### src/rtl/irq_entry_pkg.sv
package irq_entry_pkg;

  localparam int STEP_W = 5;
  typedef logic [STEP_W-1:0] step_t;

  // Fixed schedule, one step per CPU clock
  localparam step_t ST_ACK     = 5'd0;
  localparam step_t ST_CLR     = 5'd1;
  localparam step_t ST_PUSH_HI = 5'd4;
  localparam step_t ST_PUSH_LO = 5'd7;
  localparam step_t ST_IPL     = 5'd8;
  localparam step_t ST_VEC_LO  = 5'd11;
  localparam step_t ST_VEC_HI  = 5'd14;
  localparam step_t ST_LOAD    = 5'd16;
  localparam step_t ST_LAST    = 5'd17;

  typedef enum logic [1:0] {OP_IDLE, OP_READ, OP_WRITE} bus_op_e;
  typedef enum logic [2:0] {ADR_ZERO, ADR_SP2, ADR_SP4, ADR_VEC, ADR_VEC2} adr_sel_e;

  typedef struct packed {
    bus_op_e  op;
    adr_sel_e adr;
  } cyc_cmd_t;

  function automatic cyc_cmd_t step_cmd(step_t step, logic from_sw);
    cyc_cmd_t c;
    c = '{op: OP_IDLE, adr: ADR_ZERO};
    case (step)
      ST_ACK:     if (!from_sw) c = '{op: OP_READ, adr: ADR_ZERO};
      ST_PUSH_HI: c = '{op: OP_WRITE, adr: ADR_SP2};
      ST_PUSH_LO: c = '{op: OP_WRITE, adr: ADR_SP4};
      ST_VEC_LO:  c = '{op: OP_READ,  adr: ADR_VEC};
      ST_VEC_HI:  c = '{op: OP_READ,  adr: ADR_VEC2};
      default:    c = '{op: OP_IDLE,  adr: ADR_ZERO};
    endcase
    return c;
  endfunction

endpackage

### src/rtl/irq_seq_ctrl.sv
module irq_seq_ctrl
  import irq_entry_pkg::*;
(
  input  logic  clk,
  input  logic  rst_n,
  input  logic  irq_pend,
  input  logic  insn_end,
  input  logic  rpt_busy,
  input  logic  sw_req,
  output logic  start,
  output logic  active,
  output step_t step,
  output logic  from_sw,
  output logic  last
);

  logic  active_d, from_sw_d;
  step_t step_d;
  logic  hw_take;

  assign hw_take = irq_pend & (insn_end | rpt_busy);
  assign start   = !active & (sw_req | hw_take);
  assign last    = active && (step == ST_LAST);

  always_comb begin
    active_d  = active;
    step_d    = step;
    from_sw_d = from_sw;
    if (start) begin
      active_d  = 1'b1;
      step_d    = '0;
      from_sw_d = sw_req;
    end else if (active) begin
      if (last) begin
        active_d = 1'b0;
        step_d   = '0;
      end else begin
        step_d = step + step_t'(1);
      end
    end
  end

  always_ff @(posedge clk or negedge rst_n) begin
    if (!rst_n) begin
      active  <= 1'b0;
      step    <= '0;
      from_sw <= 1'b0;
    end else begin
      active  <= active_d;
      step    <= step_d;
      from_sw <= from_sw_d;
    end
  end

  // an accepted request begins the sequence at step 0 next cycle
  a_r1_start_next: assert property (@(posedge clk) disable iff (!rst_n)
    start |=> (active && step == ST_ACK));

  // once running, steps advance by one regardless of new requests
  a_r12_steady_advance: assert property (@(posedge clk) disable iff (!rst_n)
    (active && !last) |=> (active && step == $past(step) + step_t'(1)));

endmodule

### src/rtl/irq_seq_ctx.sv
module irq_seq_ctx
  import irq_entry_pkg::*;
#(
  parameter int AW          = 20,
  parameter int DW          = 16,
  parameter int PCW         = 20,
  parameter int FW          = 12,
  parameter int NUMW        = 6,
  parameter int LVLW        = 3,
  parameter int IE_POS      = 6,
  parameter int STEP_POS    = 3,
  parameter int STK_POS     = 7,
  parameter int SW_KEEP_MIN = 32
) (
  input  logic            clk,
  input  logic            rst_n,
  input  logic            start,
  input  logic            sw_req,
  input  logic [NUMW-1:0] sw_num,
  input  logic            active,
  input  step_t           step,
  input  logic            from_sw,
  input  logic [FW-1:0]   flags_in,
  input  logic [PCW-1:0]  pc_in,
  input  logic [AW-1:0]   sp_in,
  input  logic [LVLW-1:0] ipl_in,
  input  logic [DW-1:0]   bus_rdata,
  output logic [FW-1:0]   tmp_q,
  output logic [FW-1:0]   flags_q,
  output logic [PCW-1:0]  pc_q,
  output logic [AW-1:0]   spb_q,
  output logic [AW-1:0]   sp_q,
  output logic [LVLW-1:0] ipl_q,
  output logic [NUMW-1:0] num_q
);

  localparam int HIW = PCW - DW;

  logic [FW-1:0]   tmp_d, flags_d;
  logic [PCW-1:0]  pc_d;
  logic [AW-1:0]   spb_d, sp_d;
  logic [LVLW-1:0] ipl_d, lvl_q, lvl_d;
  logic [NUMW-1:0] num_d;
  logic [DW-1:0]   vlo_q, vlo_d;
  logic [HIW-1:0]  vhi_q, vhi_d;
  logic            keep_stk;

  assign keep_stk = from_sw && (num_q >= NUMW'(SW_KEEP_MIN));

  always_comb begin
    tmp_d = tmp_q; flags_d = flags_q; pc_d = pc_q; spb_d = spb_q; sp_d = sp_q;
    ipl_d = ipl_q; lvl_d = lvl_q; num_d = num_q; vlo_d = vlo_q; vhi_d = vhi_q;
    if (start) begin
      tmp_d   = flags_in;
      flags_d = flags_in;
      pc_d    = pc_in;
      spb_d   = sp_in;
      sp_d    = sp_in;
      ipl_d   = ipl_in;
      lvl_d   = ipl_in;
      if (sw_req) num_d = sw_num;
    end else if (active) begin
      case (step)
        ST_ACK: if (!from_sw) begin
          num_d = bus_rdata[NUMW-1:0];
          lvl_d = bus_rdata[8 +: LVLW];
        end
        ST_CLR: begin
          flags_d[IE_POS]   = 1'b0;
          flags_d[STEP_POS] = 1'b0;
          if (!keep_stk) flags_d[STK_POS] = 1'b0;
        end
        ST_PUSH_LO: sp_d  = spb_q - AW'(4);
        ST_IPL:     ipl_d = lvl_q;
        ST_VEC_LO:  vlo_d = bus_rdata;
        ST_VEC_HI:  vhi_d = bus_rdata[HIW-1:0];
        ST_LOAD:    pc_d  = {vhi_q, vlo_q};
        default: ;
      endcase
    end
  end

  always_ff @(posedge clk or negedge rst_n) begin
    if (!rst_n) begin
      tmp_q <= '0; flags_q <= '0; pc_q <= '0; spb_q <= '0; sp_q <= '0;
      ipl_q <= '0; lvl_q <= '0; num_q <= '0; vlo_q <= '0; vhi_q <= '0;
    end else begin
      tmp_q <= tmp_d; flags_q <= flags_d; pc_q <= pc_d; spb_q <= spb_d; sp_q <= sp_d;
      ipl_q <= ipl_d; lvl_q <= lvl_d; num_q <= num_d; vlo_q <= vlo_d; vhi_q <= vhi_d;
    end
  end

  // by the last step, enable and single-step are masked
  a_r5_masked: assert property (@(posedge clk) disable iff (!rst_n)
    (active && step == ST_LAST) |-> (!flags_q[IE_POS] && !flags_q[STEP_POS]));

  // stack pointer drops by four after the second push
  a_r7_sp_drop: assert property (@(posedge clk) disable iff (!rst_n)
    (active && step == ST_IPL) |-> (sp_q == $past(sp_q) - AW'(4)));

  // the hidden copy never changes during a sequence
  a_r5_tmp_hold: assert property (@(posedge clk) disable iff (!rst_n)
    (active && step != ST_ACK) |-> $stable(tmp_q));

endmodule

### src/rtl/irq_seq_bus.sv
module irq_seq_bus
  import irq_entry_pkg::*;
#(
  parameter int              AW       = 20,
  parameter int              DW       = 16,
  parameter int              PCW      = 20,
  parameter int              FW       = 12,
  parameter int              NUMW     = 6,
  parameter logic [AW-1:0]   VEC_BASE = '0
) (
  input  logic            active,
  input  step_t           step,
  input  logic            from_sw,
  input  logic [AW-1:0]   spb,
  input  logic [NUMW-1:0] num,
  input  logic [PCW-1:0]  pc,
  input  logic [FW-1:0]   tmp,
  output logic [AW-1:0]   addr,
  output logic            rd,
  output logic            wr,
  output logic [DW-1:0]   wdata
);

  cyc_cmd_t      cmd;
  logic [AW-1:0] vec;

  assign cmd = step_cmd(step, from_sw);
  assign vec = VEC_BASE + AW'({num, 2'b00});

  always_comb begin
    rd    = active && (cmd.op == OP_READ);
    wr    = active && (cmd.op == OP_WRITE);
    addr  = '0;
    wdata = '0;
    if (active) begin
      case (cmd.adr)
        ADR_SP2:  begin addr = spb - AW'(2); wdata = {pc[PCW-1:DW], tmp}; end
        ADR_SP4:  begin addr = spb - AW'(4); wdata = pc[DW-1:0]; end
        ADR_VEC:  addr = vec;
        ADR_VEC2: addr = vec + AW'(2);
        default:  addr = '0;
      endcase
    end
  end

endmodule

### src/rtl/irq_entry_seq.sv
module irq_entry_seq
  import irq_entry_pkg::*;
#(
  parameter int            AW          = 20,
  parameter int            DW          = 16,
  parameter int            PCW         = 20,
  parameter int            NUMW        = 6,
  parameter int            LVLW        = 3,
  parameter int            IE_POS      = 6,
  parameter int            STEP_POS    = 3,
  parameter int            STK_POS     = 7,
  parameter int            SW_KEEP_MIN = 32,
  parameter logic [AW-1:0] VEC_BASE    = 20'hFFD00,
  parameter int            FW          = DW - (PCW - DW)
) (
  input  logic            clk,
  input  logic            rst_n,
  input  logic            irq_pend,
  input  logic            insn_end,
  input  logic            rpt_busy,
  input  logic            sw_req,
  input  logic [NUMW-1:0] sw_num,
  input  logic [FW-1:0]   flags_in,
  input  logic [PCW-1:0]  pc_in,
  input  logic [AW-1:0]   sp_in,
  input  logic [LVLW-1:0] ipl_in,
  input  logic [DW-1:0]   bus_rdata,
  output logic [AW-1:0]   bus_addr,
  output logic            bus_rd,
  output logic            bus_wr,
  output logic [DW-1:0]   bus_wdata,
  output logic [FW-1:0]   flags_out,
  output logic [LVLW-1:0] ipl_out,
  output logic [PCW-1:0]  pc_out,
  output logic [AW-1:0]   sp_out,
  output logic            clr_pulse,
  output logic [NUMW-1:0] clr_num,
  output logic            busy,
  output logic            done
);

  logic            start, active, from_sw, last;
  step_t           step;
  logic [FW-1:0]   tmp_q;
  logic [AW-1:0]   spb_q;
  logic [NUMW-1:0] num_q;

  irq_seq_ctrl u_ctrl (
    .clk(clk), .rst_n(rst_n), .irq_pend(irq_pend), .insn_end(insn_end),
    .rpt_busy(rpt_busy), .sw_req(sw_req), .start(start), .active(active),
    .step(step), .from_sw(from_sw), .last(last)
  );

  irq_seq_ctx #(
    .AW(AW), .DW(DW), .PCW(PCW), .FW(FW), .NUMW(NUMW), .LVLW(LVLW),
    .IE_POS(IE_POS), .STEP_POS(STEP_POS), .STK_POS(STK_POS), .SW_KEEP_MIN(SW_KEEP_MIN)
  ) u_ctx (
    .clk(clk), .rst_n(rst_n), .start(start), .sw_req(sw_req), .sw_num(sw_num),
    .active(active), .step(step), .from_sw(from_sw), .flags_in(flags_in),
    .pc_in(pc_in), .sp_in(sp_in), .ipl_in(ipl_in), .bus_rdata(bus_rdata),
    .tmp_q(tmp_q), .flags_q(flags_out), .pc_q(pc_out), .spb_q(spb_q),
    .sp_q(sp_out), .ipl_q(ipl_out), .num_q(num_q)
  );

  irq_seq_bus #(
    .AW(AW), .DW(DW), .PCW(PCW), .FW(FW), .NUMW(NUMW), .VEC_BASE(VEC_BASE)
  ) u_bus (
    .active(active), .step(step), .from_sw(from_sw), .spb(spb_q), .num(num_q),
    .pc(pc_out), .tmp(tmp_q), .addr(bus_addr), .rd(bus_rd), .wr(bus_wr),
    .wdata(bus_wdata)
  );

  assign busy      = active;
  assign done      = last;
  assign clr_pulse = active && (step == ST_CLR) && !from_sw;
  assign clr_num   = num_q;

  // strobes are exclusive
  a_r10_rd_wr_excl: assert property (@(posedge clk) disable iff (!rst_n)
    !(bus_rd && bus_wr));

  // busy ends right after done
  a_r10_done_ends: assert property (@(posedge clk) disable iff (!rst_n)
    done |=> !busy);

  // the clear request lasts one cycle
  a_r4_clr_single: assert property (@(posedge clk) disable iff (!rst_n)
    clr_pulse |=> !clr_pulse);

  // no bus activity while idle
  a_r10_idle_quiet: assert property (@(posedge clk) disable iff (!rst_n)
    !busy |-> (!bus_rd && !bus_wr));

endmodule

### config.mk
export PLATFORM = sky130hd
export DESIGN_NAME = irq_entry_seq
export DESIGN_NICKNAME = d
export VERILOG_FILES = /design/src/rtl/irq_entry_pkg.sv /design/src/rtl/irq_seq_ctrl.sv /design/src/rtl/irq_seq_ctx.sv /design/src/rtl/irq_seq_bus.sv /design/src/rtl/irq_entry_seq.sv
export SDC_FILE = /design/constraint.sdc
export NUM_CORES = 1
export LEC_CHECK = 0
export BUFFER_PORTS_ARGS = -buffer_cell sky130_fd_sc_hd__buf_2
export CAP_MARGIN = 0
export CORE_ASPECT_RATIO = 0.5
export CORE_MARGIN = 4
export CORE_UTILIZATION = 50
export DETAILED_ROUTE_END_ITERATION = 8
export PLACE_DENSITY = 0.78
export SYNTH_ARGS = -nofsm -noshare
export SYNTH_HDL_FRONTEND = slang
export SYNTH_SLANG_ARGS = --single-unit
### constraint.sdc
create_clock -name clk -period 3.6 [get_ports clk]
set_clock_uncertainty 0.05 [all_clocks]
set_input_delay 0.72 -clock clk [delete_from_list [all_inputs] [get_ports clk]]
set_output_delay 0.72 -clock clk [all_outputs]
set_load 0.02 [all_outputs]
**Yosys cells after proc, flatten, opt, wreduce, memory -nomap -nowiden**

Cells that the tools add are included.

- Reduce and logical (&&, ||, !) cells: 24
- Equality and inequality tests: 17
- Bitwise operators: 5
- $add $sub $neg: 5
- Multiplexer cells: 37
- Magnitude comparators: 1

Operators with widths:

| cell | number |
|---|---|
| 20-bit 2-to-1 mux | 7 |
| 20-bit one-hot mux with 4 select lines | 1 |
| 16-bit one-hot mux with 2 select lines | 1 |
| 6-bit 2-to-1 mux | 5 |
| 5-bit one-hot mux with 5 select lines | 1 |
| 3-bit 2-to-1 mux | 7 |
| 20-bit by 2-bit adder with 20-bit output (second input constant) | 1 |
| 20-bit by 2-bit subtractor with 20-bit output (second input constant) | 1 |
| 20-bit by 3-bit subtractor with 20-bit output (second input constant) | 1 |
| 16-bit 2-to-1 mux | 1 |
| 5-bit by 4-bit equality test with 1-bit output (second input constant) | 3 |
| 5-bit 2-to-1 mux | 3 |
| 11-bit by 9-bit adder with 12-bit output (first input constant) | 1 |
| 3-bit AND reduction | 4 |
| 2-bit nonzero test | 6 |
| 5-bit by 3-bit equality test with 1-bit output (second input constant) | 2 |
| 5-bit equality test (second input constant) | 2 |
| 2-bit AND reduction | 4 |
| 1-bit 2-to-1 mux | 7 |
| 3-bit by 2-bit equality test with 1-bit output (second input constant) | 2 |
| 6-bit greater-or-equal comparator (second input constant) | 1 |
| 1-bit logical AND | 6 |
| 2-bit 2-to-1 mux | 3 |
| 2-bit != test (second input constant) | 3 |
| other kinds (13) | 16 |

- Output and inout bits: 102
- Logic and storage cells: 104
- Register bits: 123

**Logic depth before layout (Yosys ltp)**

Gate-level depths: netlist of run 1.

- Word-level depth: 6
- Mapped depth: 9
- Depth with buffers taken out: 7

**By module**

A second synthesis of run 1 with hierarchy kept.

- Cells, all modules: 669
- Area total of the unflattened synthesis: 6,451.2 um2

By module, submodules not included:

| module | times used | area each (um2) | seq. area each (um2) | cells each |
|---|---|---|---|---|
| irq_seq_ctx | 1 | 4,804.6 | 2,677.6 | 425 |
| irq_seq_bus | 1 | 1,244.9 | 0.0 | 209 |
| irq_seq_ctrl | 1 | 376.6 | 175.2 | 33 |
| irq_entry_seq | 1 | 25.0 | 0.0 | 2 |

**Worst setup path after synthesis of run 1**

OpenSTA, ideal clock, no wires.

- Path type: reg-to-output
- Start: reg u_ctx.spb_q[2]
- End: out bus_addr[16]
- Arrival time: 2.102 ns
- Path slack: 0.728 ns
- Cell stages (with the launch flop): 9
- Cell sequence: dfrtp_1 inv_1 ha_1 clkbuf_1 nor4b_2 and2_1 nand2_1 and3_1 o41a_1

- Cells in the longest elaborated chain, start to end: 3

Ends and longest elaborated chain:

| element | line | RTL |
|---|---|---|
| start: declaration | irq_seq_ctx.sv:31 | `output logic [AW-1:0] spb_q,` |
| start signal: assignment | irq_seq_ctx.sv:88 | `tmp_q <= tmp_d; flags_q <= flags_d; pc_q <= pc_d; spb_q <= spb_d; sp_q <= sp_d;` |
| 20-bit by 3-bit subtractor with 20-bit output or 20-bit by 2-bit subtractor with 20-bit output (tied branches) | irq_seq_bus.sv:38, irq_seq_bus.sv:37 |  |
| 20-bit one-hot mux with 4 select lines (*) | irq_seq_bus.sv:36 | `case (cmd.adr)` |
| 20-bit 2-to-1 mux (*) | irq_seq_bus.sv:35 | `if (active) begin` |
| end: declaration | irq_entry_seq.sv:28 | `output logic [AW-1:0] bus_addr,` |

Every way passes the cells marked *; elsewhere a longest branch is shown, timed or not.

**Worst setup path in the final report of run 1**

- Start: reg u_ctrl.step[3]
- End: out bus_addr[9]

- Cells in the longest elaborated chain, start to end: 5

Ends and longest elaborated chain:

| element | line | RTL |
|---|---|---|
| start: declaration | irq_seq_ctrl.sv:12 | `output step_t step,` |
| start signal: assignment | irq_seq_ctrl.sv:50 | `step <= step_d;` |
| 5-bit by 4-bit equality test with 1-bit output, or another cell as far along | irq_entry_pkg.sv:28 | `case (step)` |
| 5-bit one-hot mux with 5 select lines (*) | irq_entry_pkg.sv:28 |  |
| 3-bit equality test, or another cell as far along | irq_seq_bus.sv:36 |  |
| 20-bit one-hot mux with 4 select lines (*) | irq_seq_bus.sv:36 |  |
| 20-bit 2-to-1 mux (*) | irq_seq_bus.sv:35 |  |

Marks and branches as above.

==> results of run 1 <==
## placed cells by master, fill, tap and decap left out, types with 5 or more instances in the layout
cell type | Yosys | routed
nand2_1 | 147 | 147
dfrtp_1 | 114 | 113
a22oi_1 | 17 | 17
mux2_2 | 20 | 20
nand4_1 | 10 | 10
nor2_1 | 54 | 54
o21ai_1 | 9 | 9
buf_4 | 9 | 14
clkbuf_16 | 0 | 17
o21ai_0 | 62 | 62
a31oi_1 | 6 | 6
nand2b_1 | 5 | 5
xor2_1 | 7 | 7
and3_1 | 6 | 6
a21oi_1 | 28 | 27
mux2i_1 | 36 | 36
buf_2 | 20 | 183
nor3_1 | 7 | 6
a21o_1 | 6 | 6
o21a_1 | 6 | 6
xnor2_1 | 15 | 15
nand3_1 | 9 | 9
inv_1 | 13 | 13
## layout make-up
class / count / area (sq um)
Timing Repair Buffer: 199 / 1060
Inverter: 13 / 48.8
Sequential cell: 114 / 2850
Clock buffer: 18 / 439
Fill cell: 1015 / 4170
Clock inverter: 14 / 148
Multi-Input combinational cell: 514 / 3090
Tap cell: 165 / 206
## timing repair
item,in CTS,in global routing
hold endpoints to repair,0,0
setup buffers,0,0
gates resized for setup,0,5
endpoints found under the setup margin,0,22
## stage by stage
stage	std cells	util
after floorplan	703	-
after global placement	1005	0.603
after detailed placement	1005	0.603
after CTS	1037	0.652
after global routing	1037	0.653
final	1037	0.653
## power by group through the flow
stage	Sequential (mW)	Combinational (mW)	Clock, mW
3_3_place_gp	2.56	3.38	0
3_5_place_dp	2.58	3.44	0
5_1_grt	2.69	3.82	1.76
4_1_cts	2.57	3.47	1.70
2_1_floorplan	2.63	2.30	0
6_report	2.60	3.47	1.68
## worst register-to-register path, delay by kind of cell, from the launching register on
kind                     cells  cell delay [ns]
flip-flops                   1             0.44
AND/OR/NAND/NOR              3             0.91
buffers and inverters        2             0.32
adder cells (fa/ha/maj)      1             0.28
AO/OA/AOI/OAI                2             0.28
## worst paths after layout
path,cells past startpoint,slack [ns],start,end
worst max-delay path,6,0.04,u_ctrl.step[3],bus_addr[9]
worst min-delay path,1,0.25,rst_n,u_ctx.vlo_q[11]
worst max register to register,8,1.18,u_ctrl.step[0],u_ctx.num_q[5]
worst min register to register,2,0.44,u_ctx.flags_q[6],u_ctx.flags_q[6]
max in group asynchronous,2,2.44,rst_n,u_ctx.spb_q[13]
min in group clk,2,0.44,u_ctx.flags_q[6],u_ctx.flags_q[6]
## registers in the layout, indices dropped and copies added, names as in the netlist
| register | flops |
|---|---|
| u_ctx.pc_q | 20 |
| u_ctx.sp_q | 20 |
| u_ctx.spb_q | 20 |
| u_ctx.vlo_q | 16 |
| u_ctx.flags_q | 12 |
| u_ctx.num_q | 6 |
| u_ctrl.step | 5 |
| u_ctx.vhi_q | 4 |
| u_ctx.ipl_q | 3 |
| u_ctx.lvl_q | 3 |
| u_ctx.tmp_q | 3 |
| u_ctrl.active | 1 |
| u_ctrl.from_sw | 1 |
## logic make-up after synthesis
kind of cell    synth area share
simple gates               0.196
xor+xnor                  0.0308
flops                      0.456
compound gates             0.156
mux                       0.0936
buf+inv                   0.0556
fa+ha+maj                 0.0120
## layer usage
metal	GRT usage	up-vias
li1	-	2738
met1	0.319	2795
met2	0.452	226
met3	0.0598	29
met4	0.0839	0
met5	0	-
==> summary.txt, run 1 <==
Floorplan
  – Chip Width: 166 um
  – I/O Pins: 185
  – DIE HEIGHT: between 80 and 90 um
  – Core Area: between 10000 and 15000 sq um
  – Cell row count: 28
  – Die ar.: 14500 sq um
  – Initial cell density of the core: 0.521

Placement
  – Cell Area, Placed: 7240 sq um
  – Pre-CTS setup slack: 0.464 ns
  – Port Buf Inserts: 184
  – Routability Congestion: 0.941
  – Post-DP HPWL: around 13000 um

STA
  – Final setup margin: ~0.036 ns
  – Final setup violation count: 0
  – Max-slew violation count: 0
  – Fin. Hold Viols: 0
  – RSZ-0062 raised after global routing: yes
  – Hold slack: around 0.25 ns
  – FMAX: 0.281 GHz
  – Post-route clock period utilization: 0.990
  – Setup_tns: 0 ns
  – Worst Max-Slew Pin Slew: 0.789 ns
  – Post-layout minimum cycle time: roughly 3.6 ns
  – Slew margin rel.: 0.474

Global route
  – All-layer global routing usage: 0.257
  – GR Overflow Total: 0
  – First-pass GRT wire length: 29600 um
  – Largest net degree at the start of global routing: slightly below 80
  – Initial antenna violation count: 0
  – Vias in the first global route: 5800

Worst setup path
  – CP Buf/Inv Count: 1
  – Crit-path cells: or3b_1, or2_1, o22ai_1, a21oi_1, a211oi_2, buf_2
  – Critical path's slowest cell: dfrtp_1
  – CP top delay family: simple AND/OR/NAND/NOR gates
  – Crit path max fanout: 16
  – Slowest stage delay, CP: ~0.53 ns
  – Crit. End Element: output port
  – CP Class: register to output port
  – Worst path required time: ~2.8 ns
  – Worst setup SP type: register
  – Critical path arrival: 2.79 ns

Cells and area
  – Design Area, Final: 7850 sq um
  – Share of cells above drive strength 1: 0.310
  – Area Overhead vs Synth: 25.4%
  – Inserted Diodes: 0
  – NumNets Final: 948

Power and ir drop
  – Power per cell area: between 900 and 1000 nW/um^2
  – Sequential power share: 0.335
  – Max VDD drop: 0.000506 V
  – Clk network pwr share: 0.216
  – Net Sw Frac: 0.451
  – Power Internal: 4.25 mW
  – Switching power: 3.50 mW
  – Leakage: ~3.7 nW
  – Total chip power: 7.75 mW
  – Comb power frac: 0.448

Clocking
  – TritonCTS clock tree: done
  – H-tree levels: 4
  – Num CTS Buffers: 17
  – # hold bufs at CTS: 0
  – Clock Path Buffers: 2
  – Clk sinks: 114
  – Clock slew at reported path FFs: 0.06 ns
  – Root buffer cell: clkbuf_16
  – Worst skew pair latency: around 0.41 ns

Detailed routing
  – Overall via count from detail_route: approximately 5800
  – Vias per cell: 5.58
  – First-pass detailed-route iteration total: 7
  – Met2 WL: 9010 um
  – Antenna viol nets, final: 0
  – Highest routing layer actually used: met4
  – Routed WL: 18500 um
  – Met1 WL: 7890 um
  – DR DRC count: 0
  – Wire length on met3: 1230 um
  – Initial DRC count: 440
  – Average wire per standard cell: 17.8 um

Yosys
  – Seq/Total Area, Yosys: 0.456
  – Post-synth EDFFs: 0
  – Post-synthesis cell count: ~700
  – Synth top area share: 0.456
  – Yosys cell types: 60
  – Asr flop ratio synth: 1.00
  – Seq cells post-synth: approximately 110
  – Most frequent cell after synthesis: nand2_1
  – Synth Flop Type: dfrtp_1
  – Yosys synthesis warning count: 0
  – Synth top area cells: dfrtp_1 (46%), nand2_1 (8.8%), mux2i_1 (5.8%), o21ai_0 (5.0%), mux2_2 (3.6%)
  – Synthesized cell area: 6260 sq um
  – Syn Area/Cell: ~8.9 sq um
  – Largest area contributor in the synthesized netlist: dfrtp_1
  – Commonest cells post-synth: nand2_1 (147), dfrtp_1 (114), o21ai_0 (62)
  – Syn nets: around 800

Min path
  – Worst hold path class: input pin to async pin

Job
  – Max-Cap Viols: 0

Status
  – Outcome: completed
Note: power is estimated with default switching activity, not from simulation.
==> run 2: changes to the inputs <==
CTS_CLUSTER_SIZE = 28   (was not set)
RECOVER_POWER = 25   (was not set)
TNS_END_PERCENT = 20   (was not set)
==> run 2 against run 1 <==
Net effect:
- the run now ends with max-capacitance violations, max-slew violations left
- cell area is 0.21% lower
- critical endpoint unchanged
- largest cell class unchanged
- total power is 0.11% lower
- setup slack better by 0.011 ns
- sequential power hardly changed
- routed wire length is 0.28% lower
- critical path type unchanged
==> summary.txt, run 2 (same netlist as run 1, synthesis figures left out) <==
Global route
  – Initial antenna violation count: 0
  – All-layer global routing usage: 0.257
  – Largest net degree at the start of global routing: 79
  – First-pass GRT wire length: 29600 um
  – Vias in the first global route: 5800
  – GR Overflow Total: 0

Clocking
  – Clock slew at reported path FFs: 0.06 ns
  – Setup Fix Bufs, Post-CTS: 0
  – Clk sinks: 114
  – H-tree levels: 4
  – Root buffer cell: clkbuf_16
  – Num CTS Buffers: 17
  – TritonCTS clock tree: done
  – Clock Path Buffers: 2
  – Worst skew pair latency: 0.41 ns

STA
  – Fin. Hold Viols: 0
  – Post-layout minimum cycle time: 3.55 ns
  – Worst Max-Slew Pin Slew: roughly 2.4 ns
  – Hold slack: 0.438 ns
  – Slew margin rel.: -0.613
  – RSZ-0062 raised after global routing: yes
  – Post-route clock period utilization: 0.987
  – FMAX: 0.281 GHz
  – Max-slew violation count: 47
  – Setup_tns: 0 ns
  – Final setup violation count: 0

Cells and area
  – Area Overhead vs Synth: 25.1%
  – Most frequent cells in the layout: buf_2 (183), nand2_1 (147), dfrtp_1 (113), o21ai_0 (62), nor2_1 (54)
  – Commonest non-fill, non-tap cell in the layout: buf_2
  – Share of cells above drive strength 1: 0.308
  – NumNets Final: about 950
  – Largest registers: u_ctx.pc_q: 20 flops, u_ctx.sp_q: 20 flops, u_ctx.spb_q: 20 flops
  – Inserted Diodes: 0

Detailed routing
  – Routed WL: ~18000 um
  – Overall via count from detail_route: about 5800
  – Vias per cell: 5.59
  – Initial DRC count: 428
  – Antenna viol nets, final: 0
  – First-pass detailed-route iteration total: 5
  – Average wire per standard cell: 17.8 um
  – DR DRC count: 0

Power and ir drop
  – Power per cell area: 989 nW/um^2
  – Leakage: 3.72 nW
  – Max VDD drop: 0.000506 V

Floorplan
  – Core Area: 12000 sq um
  – Initial cell density of the core: 0.521
  – Cell row count: 28
  – DIE HEIGHT: 87.1 um
  – Die ar.: 14500 sq um
  – Chip Width: 166 um
  – I/O Pins: 185

Worst setup path
  – Worst setup SP type: register
  – Crit. End Element: output port
  – Crit path max fanout: 16
  – Critical path arrival: 2.78 ns
  – Worst path required time: 2.83 ns
  – CP Class: register to output port

Placement
  – Post-DP HPWL: between 10000 and 15000 um
  – Routability Congestion: between 0.9 and 1
  – Port Buf Inserts: 184

Min path
  – Worst hold path class: register to register

Job
  – Max-Cap Viols: 1

Status
  – Outcome: finished, violations left
  – Failing checks: max-capacitance violations, max-slew violations
## run 2: cell count changes in the layout (fill, tap and decap cells not counted), sizes merged
cell,before,now
buf,199,197
clkbuf,18,20
## run 2: power by group
part           internal, mW  switching (mW)
clock                 0.993           0.682
combinational          1.33            2.14
sequential             1.92           0.673
## run 2: worst paths after layout
path	end	cells past startpoint	startpoint	slack (ns)
setup / recovery	bus_addr[9]	6	u_ctrl.step[3]	0.05
hold / removal	u_ctx.flags_q[6]	2	u_ctx.flags_q[6]	0.44
setup reg to reg	u_ctx.num_q[5]	8	u_ctrl.step[0]	1.18
hold reg to reg	u_ctx.flags_q[6]	2	u_ctx.flags_q[6]	0.44
max in group asynchronous	u_ctrl.step[2]	2	rst_n	0.65
min in group asynchronous	u_ctx.vlo_q[11]	1	rst_n	0.99
## run 2: critical path, cell delays in order (launching register included)
cell and delay (ns):
dfrtp_1 0.53, or3b_1 0.51, or2_1 0.44, o22ai_1 0.27
a21oi_1 0.11, a211oi_2 0.29, buf_2 0.22
## run 2: stage by stage
| stage | instance area [sq um] | std cells | utilization | setup slack (ns) | total power, mW |
|---|---|---|---|---|---|
| 2_1_floorplan | 6260 | 703 | - | 0.728 | 4.93 |
| 3_3_place_gp | 7240 | 1005 | 0.603 | 0.552 | 5.94 |
| 3_5_place_dp | 7240 | 1005 | 0.603 | 0.464 | 6.02 |
| 4_1_cts | 7830 | 1037 | 0.652 | 0.0130 | 7.74 |
| 5_1_grt | 7830 | 1037 | 0.652 | -0.0762 | 8.27 |
| 6_report | 7830 | 1037 | 0.652 | 0.0470 | 7.74 |
## run 2: metal layers
layer  wire [um]  GRT usage
met1        7890      0.319
met2        9060      0.452
met3        1130     0.0598
met4         339     0.0839
met5           0          0
## run 2: cell type report
cell class	instances	area [sq um]
Inverter	13	48.8
Fill cell	1018	4190
Clock buffer	18	439
Timing Repair Buffer	199	1040
Tap cell	165	206
Multi-Input combinational cell	514	3090
Sequential cell	114	2850
Clock inverter	14	148
## run 2: repair_timing
| item | CTS | global route |
|---|---|---|
| hold buffers | 0 | 0 |
| endpoints found under the setup margin | 0 | 22 |
| gates resized for setup | 0 | 5 |
